**src/rtl/rcw_pkg.sv**
```systemverilog
package rcw_pkg;
  localparam int CFG_W = 16;
  localparam int CMD_W = 8;
  localparam logic [CFG_W-1:0] CFG_RESET = 16'hBFCF;
  localparam logic [CMD_W-1:0] CMD_SETUP = 8'h60;
  localparam logic [CMD_W-1:0] CMD_CONFIRM = 8'h03;

  localparam int MODE_BIT = 15;
  localparam int LAT_LO = 11;
  localparam int LAT_W = 3;
  localparam int ORDER_BIT = 7;
  localparam int LEN_W = 3;
  localparam int BEATS_W = 5;

  localparam int N_STROBE = 3;
  localparam int IDX_ADV = 0;
  localparam int IDX_CE = 1;
  localparam int IDX_WE = 2;

  typedef enum logic {ST_ARRAY, ST_SETUP} rcw_state_e;

  function automatic logic len_valid(input logic [LEN_W-1:0] code);
    return (code == 3'd1) || (code == 3'd2) || (code == 3'd3) || (code == 3'd7);
  endfunction

  function automatic logic [BEATS_W-1:0] beats_of(input logic [LEN_W-1:0] code);
    logic [BEATS_W-1:0] b;
    case (code)
      3'd1:    b = 5'd4;
      3'd2:    b = 5'd8;
      3'd3:    b = 5'd16;
      default: b = 5'd0;
    endcase
    return b;
  endfunction
endpackage

```
**src/rtl/rcw_strobe_sync.sv**
```systemverilog
module rcw_strobe_sync #(
  parameter int N = 3,
  parameter int STAGES = 2
) (
  input  logic         clk,
  input  logic         rst_n,
  input  logic [N-1:0] strb_n_i,
  output logic [N-1:0] lvl_o,
  output logic [N-1:0] rise_o
);
  localparam int TOP = STAGES - 1;

  for (genvar g = 0; g < N; g++) begin : g_strb
    logic [STAGES-1:0] pipe_q;
    logic              last_q;
    always_ff @(posedge clk or negedge rst_n) begin
      if (!rst_n) begin
        pipe_q <= '1;
        last_q <= 1'b1;
      end else begin
        pipe_q <= {pipe_q[STAGES-2:0], strb_n_i[g]};
        last_q <= pipe_q[TOP];
      end
    end
    assign lvl_o[g]  = pipe_q[TOP];
    assign rise_o[g] = pipe_q[TOP] & ~last_q;
  end
endmodule

```
**src/rtl/rcw_cmd_fsm.sv**
```systemverilog
module rcw_cmd_fsm
  import rcw_pkg::*;
(
  input  logic                clk,
  input  logic                rst_n,
  input  logic [N_STROBE-1:0] lvl_i,
  input  logic [N_STROBE-1:0] rise_i,
  input  logic [CMD_W-1:0]    cmd_i,
  input  logic [CFG_W-1:0]    addr_i,
  output logic                capture_o,
  output logic                in_setup_o,
  output logic                load_o,
  output logic                reject_o
);
  rcw_state_e state_q;
  logic       open_q;
  logic       done_q;
  logic       bus_low;
  logic       all_high;
  logic       confirm;

  assign bus_low  = ~lvl_i[IDX_CE] & ~lvl_i[IDX_WE];
  assign all_high = &lvl_i;
  assign capture_o = (|rise_i) & open_q & ~done_q;

  // one capture per bus cycle: block until every strobe is back high
  always_ff @(posedge clk or negedge rst_n) begin
    if (!rst_n) begin
      open_q <= 1'b0;
      done_q <= 1'b0;
    end else if (capture_o) begin
      done_q <= 1'b1;
    end else if (all_high) begin
      done_q <= 1'b0;
      open_q <= 1'b0;
    end else if (bus_low) begin
      open_q <= 1'b1;
    end
  end

  assign in_setup_o = (state_q == ST_SETUP);
  assign confirm    = capture_o & in_setup_o & (cmd_i == CMD_CONFIRM);
  assign load_o     = confirm & len_valid(addr_i[LEN_W-1:0]);
  assign reject_o   = confirm & ~len_valid(addr_i[LEN_W-1:0]);

  always_ff @(posedge clk or negedge rst_n) begin
    if (!rst_n) begin
      state_q <= ST_ARRAY;
    end else if (capture_o) begin
      if (state_q == ST_SETUP) state_q <= ST_ARRAY;
      else if (cmd_i == CMD_SETUP) state_q <= ST_SETUP;
    end
  end
endmodule

```
**src/rtl/rcw_cfg_reg.sv**
```systemverilog
module rcw_cfg_reg
  import rcw_pkg::*;
(
  input  logic               clk,
  input  logic               rst_n,
  input  logic               load_i,
  input  logic               reject_i,
  input  logic [CFG_W-1:0]   val_i,
  input  logic               tgt_ctl_i,
  output logic [CFG_W-1:0]   cfg_o,
  output logic               err_o,
  output logic               sync_mode_o,
  output logic [LAT_W-1:0]   latency_o,
  output logic               wrap_order_o,
  output logic [BEATS_W-1:0] burst_beats_o,
  output logic               burst_cont_o,
  output logic               burst_ok_o
);
  logic [CFG_W-1:0] cfg_q;
  logic             err_q;

  always_ff @(posedge clk or negedge rst_n) begin
    if (!rst_n) begin
      cfg_q <= CFG_RESET;
      err_q <= 1'b0;
    end else if (load_i) begin
      cfg_q <= val_i;
      err_q <= 1'b0;
    end else if (reject_i) begin
      err_q <= 1'b1;
    end
  end

  assign cfg_o         = cfg_q;
  assign err_o         = err_q;
  assign sync_mode_o   = ~cfg_q[MODE_BIT];
  assign latency_o     = cfg_q[LAT_LO +: LAT_W];
  assign wrap_order_o  = cfg_q[ORDER_BIT];
  assign burst_beats_o = beats_of(cfg_q[LEN_W-1:0]);
  assign burst_cont_o  = (cfg_q[LEN_W-1:0] == 3'd7);
  assign burst_ok_o    = sync_mode_o & ~tgt_ctl_i;
endmodule

```
**src/rtl/rcfg_writer.sv**
```systemverilog
module rcfg_writer
  import rcw_pkg::*;
(
  input  logic               clk,
  input  logic               rst_n,
  input  logic               adv_n_i,
  input  logic               ce_n_i,
  input  logic               we_n_i,
  input  logic [15:0]        addr_i,
  input  logic [7:0]         cmd_i,
  input  logic               tgt_ctl_i,
  output logic [15:0]        cfg_o,
  output logic               sync_mode_o,
  output logic [2:0]         latency_o,
  output logic               wrap_order_o,
  output logic [4:0]         burst_beats_o,
  output logic               burst_cont_o,
  output logic               burst_ok_o,
  output logic               read_array_o,
  output logic               cfg_err_o
);
  logic [N_STROBE-1:0] strb_n_w;
  logic [N_STROBE-1:0] lvl_w;
  logic [N_STROBE-1:0] rise_w;
  logic                capture_w;
  logic                in_setup_w;
  logic                load_w;
  logic                reject_w;

  always_comb begin
    strb_n_w          = '1;
    strb_n_w[IDX_ADV] = adv_n_i;
    strb_n_w[IDX_CE]  = ce_n_i;
    strb_n_w[IDX_WE]  = we_n_i;
  end

  rcw_strobe_sync #(.N(N_STROBE), .STAGES(2)) u_sync (
    .clk      (clk),
    .rst_n    (rst_n),
    .strb_n_i (strb_n_w),
    .lvl_o    (lvl_w),
    .rise_o   (rise_w)
  );

  rcw_cmd_fsm u_fsm (
    .clk        (clk),
    .rst_n      (rst_n),
    .lvl_i      (lvl_w),
    .rise_i     (rise_w),
    .cmd_i      (cmd_i),
    .addr_i     (addr_i),
    .capture_o  (capture_w),
    .in_setup_o (in_setup_w),
    .load_o     (load_w),
    .reject_o   (reject_w)
  );

  rcw_cfg_reg u_reg (
    .clk           (clk),
    .rst_n         (rst_n),
    .load_i        (load_w),
    .reject_i      (reject_w),
    .val_i         (addr_i),
    .tgt_ctl_i     (tgt_ctl_i),
    .cfg_o         (cfg_o),
    .err_o         (cfg_err_o),
    .sync_mode_o   (sync_mode_o),
    .latency_o     (latency_o),
    .wrap_order_o  (wrap_order_o),
    .burst_beats_o (burst_beats_o),
    .burst_cont_o  (burst_cont_o),
    .burst_ok_o    (burst_ok_o)
  );

  assign read_array_o = ~in_setup_w;
endmodule

```
**config.mk**
```make
export PLATFORM = sky130hd
export DESIGN_NAME = rcfg_writer
export DESIGN_NICKNAME = d
export VERILOG_FILES = /design/src/rtl/rcw_pkg.sv /design/src/rtl/rcw_strobe_sync.sv /design/src/rtl/rcw_cmd_fsm.sv /design/src/rtl/rcw_cfg_reg.sv /design/src/rtl/rcfg_writer.sv
export SDC_FILE = /design/constraint.sdc
export NUM_CORES = 1
export LEC_CHECK = 0
export ABC_CLOCK_PERIOD_IN_PS = 2450
export BUFFER_PORTS_ARGS = -buffer_cell sky130_fd_sc_hd__buf_2
export CORE_MARGIN = 1.5
export CORE_UTILIZATION = 46
export DETAILED_ROUTE_END_ITERATION = 8
export PLACE_DENSITY_LB_ADDON = 0.1
export SLEW_MARGIN = 20
export SYNTH_ARGS = -nofsm -noshare
export SYNTH_HDL_FRONTEND = slang
export SYNTH_HIERARCHICAL = 1
export SYNTH_SLANG_ARGS = --single-unit
```
**constraint.sdc**
```tcl
create_clock -name clk -period 2.45 [get_ports clk]
set_input_delay 0.1225 -clock clk [delete_from_list [all_inputs] [get_ports clk]]
set_output_delay 0.1225 -clock clk [all_outputs]
set_load 0.005 [all_outputs]
```
==> summary.txt <==
Status
  – Run status: finished clean

Global routing
  – Total global-route track usage: 15.12%
  – Wire length of the first global-routing pass: approximately 3500 um
  – Pin count of the biggest net entering global routing: 30
  – Vias in the first global route: 783
  – Initial antenna violation count: 0
  – Gr ovfl total: 0

Place
  – Dpl ws: around 0.56 ns
  – Gpl congestion: around 0.7
  – DP HPWL: between 1500 and 2000 um
  – Placed Area: 1550 um2
  – Buffers added on ports: between 50 and 60

Power and ir drop
  – Cell area power density: between 500 and 600 nW/um2
  – LEAKAGE: a little over 0.8 nW
  – Peak supply drop: between 0.4 and 0.5 mV
  – Power after layout: 0.8681 mW

Logic synthesis
  – Post-synth EDFFs: 0
  – Seq/Total Area, Yosys: a little under three fifths
  – Most instantiated library cell after synthesis: dfstp_2
  – Largest family of logic cells by synthesized area: multiplexers
  – FF+latch count, synth: 29
  – Compound-gate portion of the synthesized area: 3.626%
  – Synth top area cells: dfstp_2 (44%), dfrtp_1 (13%), mux2_4 (10%), mux2_2 (6.0%), buf_4 (5.2%)
  – Synth Cell Area: approximately 1300 um2
  – Yosys warning total: 6
  – Post-Syn Instances: 87
  – Top FF cell, synth: dfstp_2
  – Post-Synth Simple-Gate Area: 13.17%
  – Synth cell count leaders: dfstp_2 (22), buf_4 (9), mux2_4 (9)
  – Leading area contributor after synthesis: dfstp_2
  – Synth unique cells: 28
  – Synth Area in Adders: 0.7634%
  – Async set or reset register ratio after synthesis: 100.0%
  – Synth top area share: between 40% and 50%
  – Multiplexer area fraction after synthesis: between 15 and 20%
  – Synth Area in XOR/XNOR: 0%
  – Syn avg cell area: roughly 15 um2

Routing
  – Via density: about 4.8
  – Routed vias: 862
  – Total iterations of the first detailed-routing run: 3
  – Post-route antenna net violation count: 0
  – Top layer reached by signal wires: met4
  – DR WL met2: just under 1000 um
  – DR WL met3: between 200 and 250 um
  – Total routed wirelength: ~2200 um
  – Routed len/inst: 12.09 um
  – DRT iter0 DRCs: 13
  – DRC violations left: 0
  – M1 wire length: 906 um

Setup path
  – Worst setup EP type: flop
  – Maximum fanout along the worst path: 17
  – Critical path arrival: 2.08 ns
  – Crit path cell chain: nor2b_4 -> nor3_2 -> nand4b_1 -> nor2b_2 -> buf_4 -> mux2_2
  – Critical path class: flop to flop
  – Critical Path RT: about 2.7 ns
  – CP max-delay cell: dfstp_2
  – Worst setup SP type: flop
  – CP max stage delay: between 0.5 and 0.6 ns

STA
  – Final hold vios: 0
  – Final Cycle Share: around three quarters
  – Clk_skew: around 0.0049 ns
  – Slew Limit Fails: 0
  – Setup TNS after final layout: 0 ns
  – Setup ws final: 0.5799 ns
  – Worst rel slew slack: approximately three fifths
  – RSZ-0062 raised after global routing: no
  – Worst-Margin Slew: around 0.60 ns
  – Final setup fails: 0
  – FMAX: 0.5347 GHz
  – Final min period: between 1.5 and 2 ns

CTS
  – Clk_lat worst skew: 0.32 ns
  – Clock sinks: 29
  – Resized Gates After CTS: 0
  – H-tree depth: 2
  – TritonCTS Buffers: 5
  – Clock Pin Slew Worst Setup and Hold Paths: about 0.080 ns
  – CTS Buffer Depth: 2
  – CTS tree: yes
  – # hold bufs at CTS: 4
  – Postcts setup bufs: 0
  – Root Buffer: clkbuf_4

Floorplan
  – DIE AREA: 3180 um2
  – Num ports: 60
  – Placement row count: 19
  – Initial Util: 47.96%
  – Die height: ~56 um
  – Die width: 56.39 um
  – Core footprint: around 2700 um2

Cells and area
  – Final net count: 176
  – Share of layout cells above drive strength 1: 74.15%
  – # fillers: 230
  – Area growth syn-to-layout: 25.00%
  – Final Cell Area: about 1600 um2
  – # diodes: 0

Hold path
  – HP Class: input port to flop

Flow run
  – Max_cap viols: 0
==> sequential cells by signal, indices dropped and copies added, names as in the netlist <==
register              count
u_reg/err_o               1
u_sync/g_strb.pipe_q      6
u_fsm/done_q              1
u_reg/cfg_o              16
u_fsm/open_q              1
u_sync/g_strb.last_q      3
u_fsm/in_setup_o          1
==> critical path: cells and delay by family (launching register included) <==
kind                   cells  cell delay, ns
buffers and inverters      1            0.27
DFF                        1            0.56
muxes                      1            0.37
and+or+nand+nor            4            0.55
==> cell type report <==
class / count / area [um2] / area share (%)
multi-input cells: 45 / 454.2 / 27.71
repair buffers: 62 / 332.8 / 20.31
flip-flops and latches: 29 / 753.2 / 45.95
clock buffers: 8 / 48.80 / 2.977
inverters: 3 / 11.26 / 0.6870
well taps: 31 / 38.79 / 2.366
==> report_power, final <==
group          switching, mW  internal, mW  leakage, nW  total (mW)
Clock                  0.150         0.114       0.0265       0.265
Combinational         0.0364        0.0453        0.485      0.0818
Sequential            0.0152         0.507        0.320       0.522
==> path summary, 6_finish.rpt <==
check | slack, ns | depth (start not counted) | from | end
max | 0.58 | 6 | u_sync/g_strb[1].pipe_q[1] | u_reg/cfg_o[5]
min | 0.03 | 2 | addr_i[13] | u_reg/cfg_o[13]
max reg2reg | 0.58 | 6 | u_sync/g_strb[1].pipe_q[1] | u_reg/cfg_o[5]
min reg2reg | 0.36 | 0 | u_sync/g_strb[2].pipe_q[0] | u_sync/g_strb[2].pipe_q[1]
max in group asynchronous | 1.72 | 2 | rst_n | u_reg/cfg_o[5]
min in group asynchronous | 0.34 | 2 | rst_n | u_reg/err_o
==> cells in the final DEF (no fill, tap or decap), types with 2 or more instances in the layout <==
cell type,netlist,routed
buf_2,0,57
dfstp_2,22,22
mux2_4,9,9
dfrtp_1,7,7
mux2_2,7,7
clkbuf_4,0,5
nor2_1,5,5
dlygate4sd3_1,0,4
inv_1,3,3
clkbuf_1,0,3
nor2b_4,3,3
and3b_1,2,2
nor3b_1,2,2
conb_1,1,2
==> cells by family after synthesis <==
group | after synthesis
mux | 16
buf+inv | 14
compound gates | 5
fa+ha+maj | 1
flops | 29
other cells | 1
simple gates | 21
==> per-stage QoR <==
step | std cells | hold WS, ns | utilization [%]
after floorplan | 88 | -0.1731 | -
after global placement | 166 | 0.1687 | 56.70
after detailed placement | 166 | 0.1786 | 56.70
after CTS | 178 | 0.009644 | 59.95
after global routing | 178 | 0.007199 | 59.95
final | 178 | 0.02615 | 59.95
==> layer usage <==
layer,up-vias,global-route usage [%]
li1,409,-
met1,407,18.84
met2,40,21.18
met3,6,7.834
met4,0,8.163
met5,-,0
No activity file was read; power rests on OpenSTA's default activity.
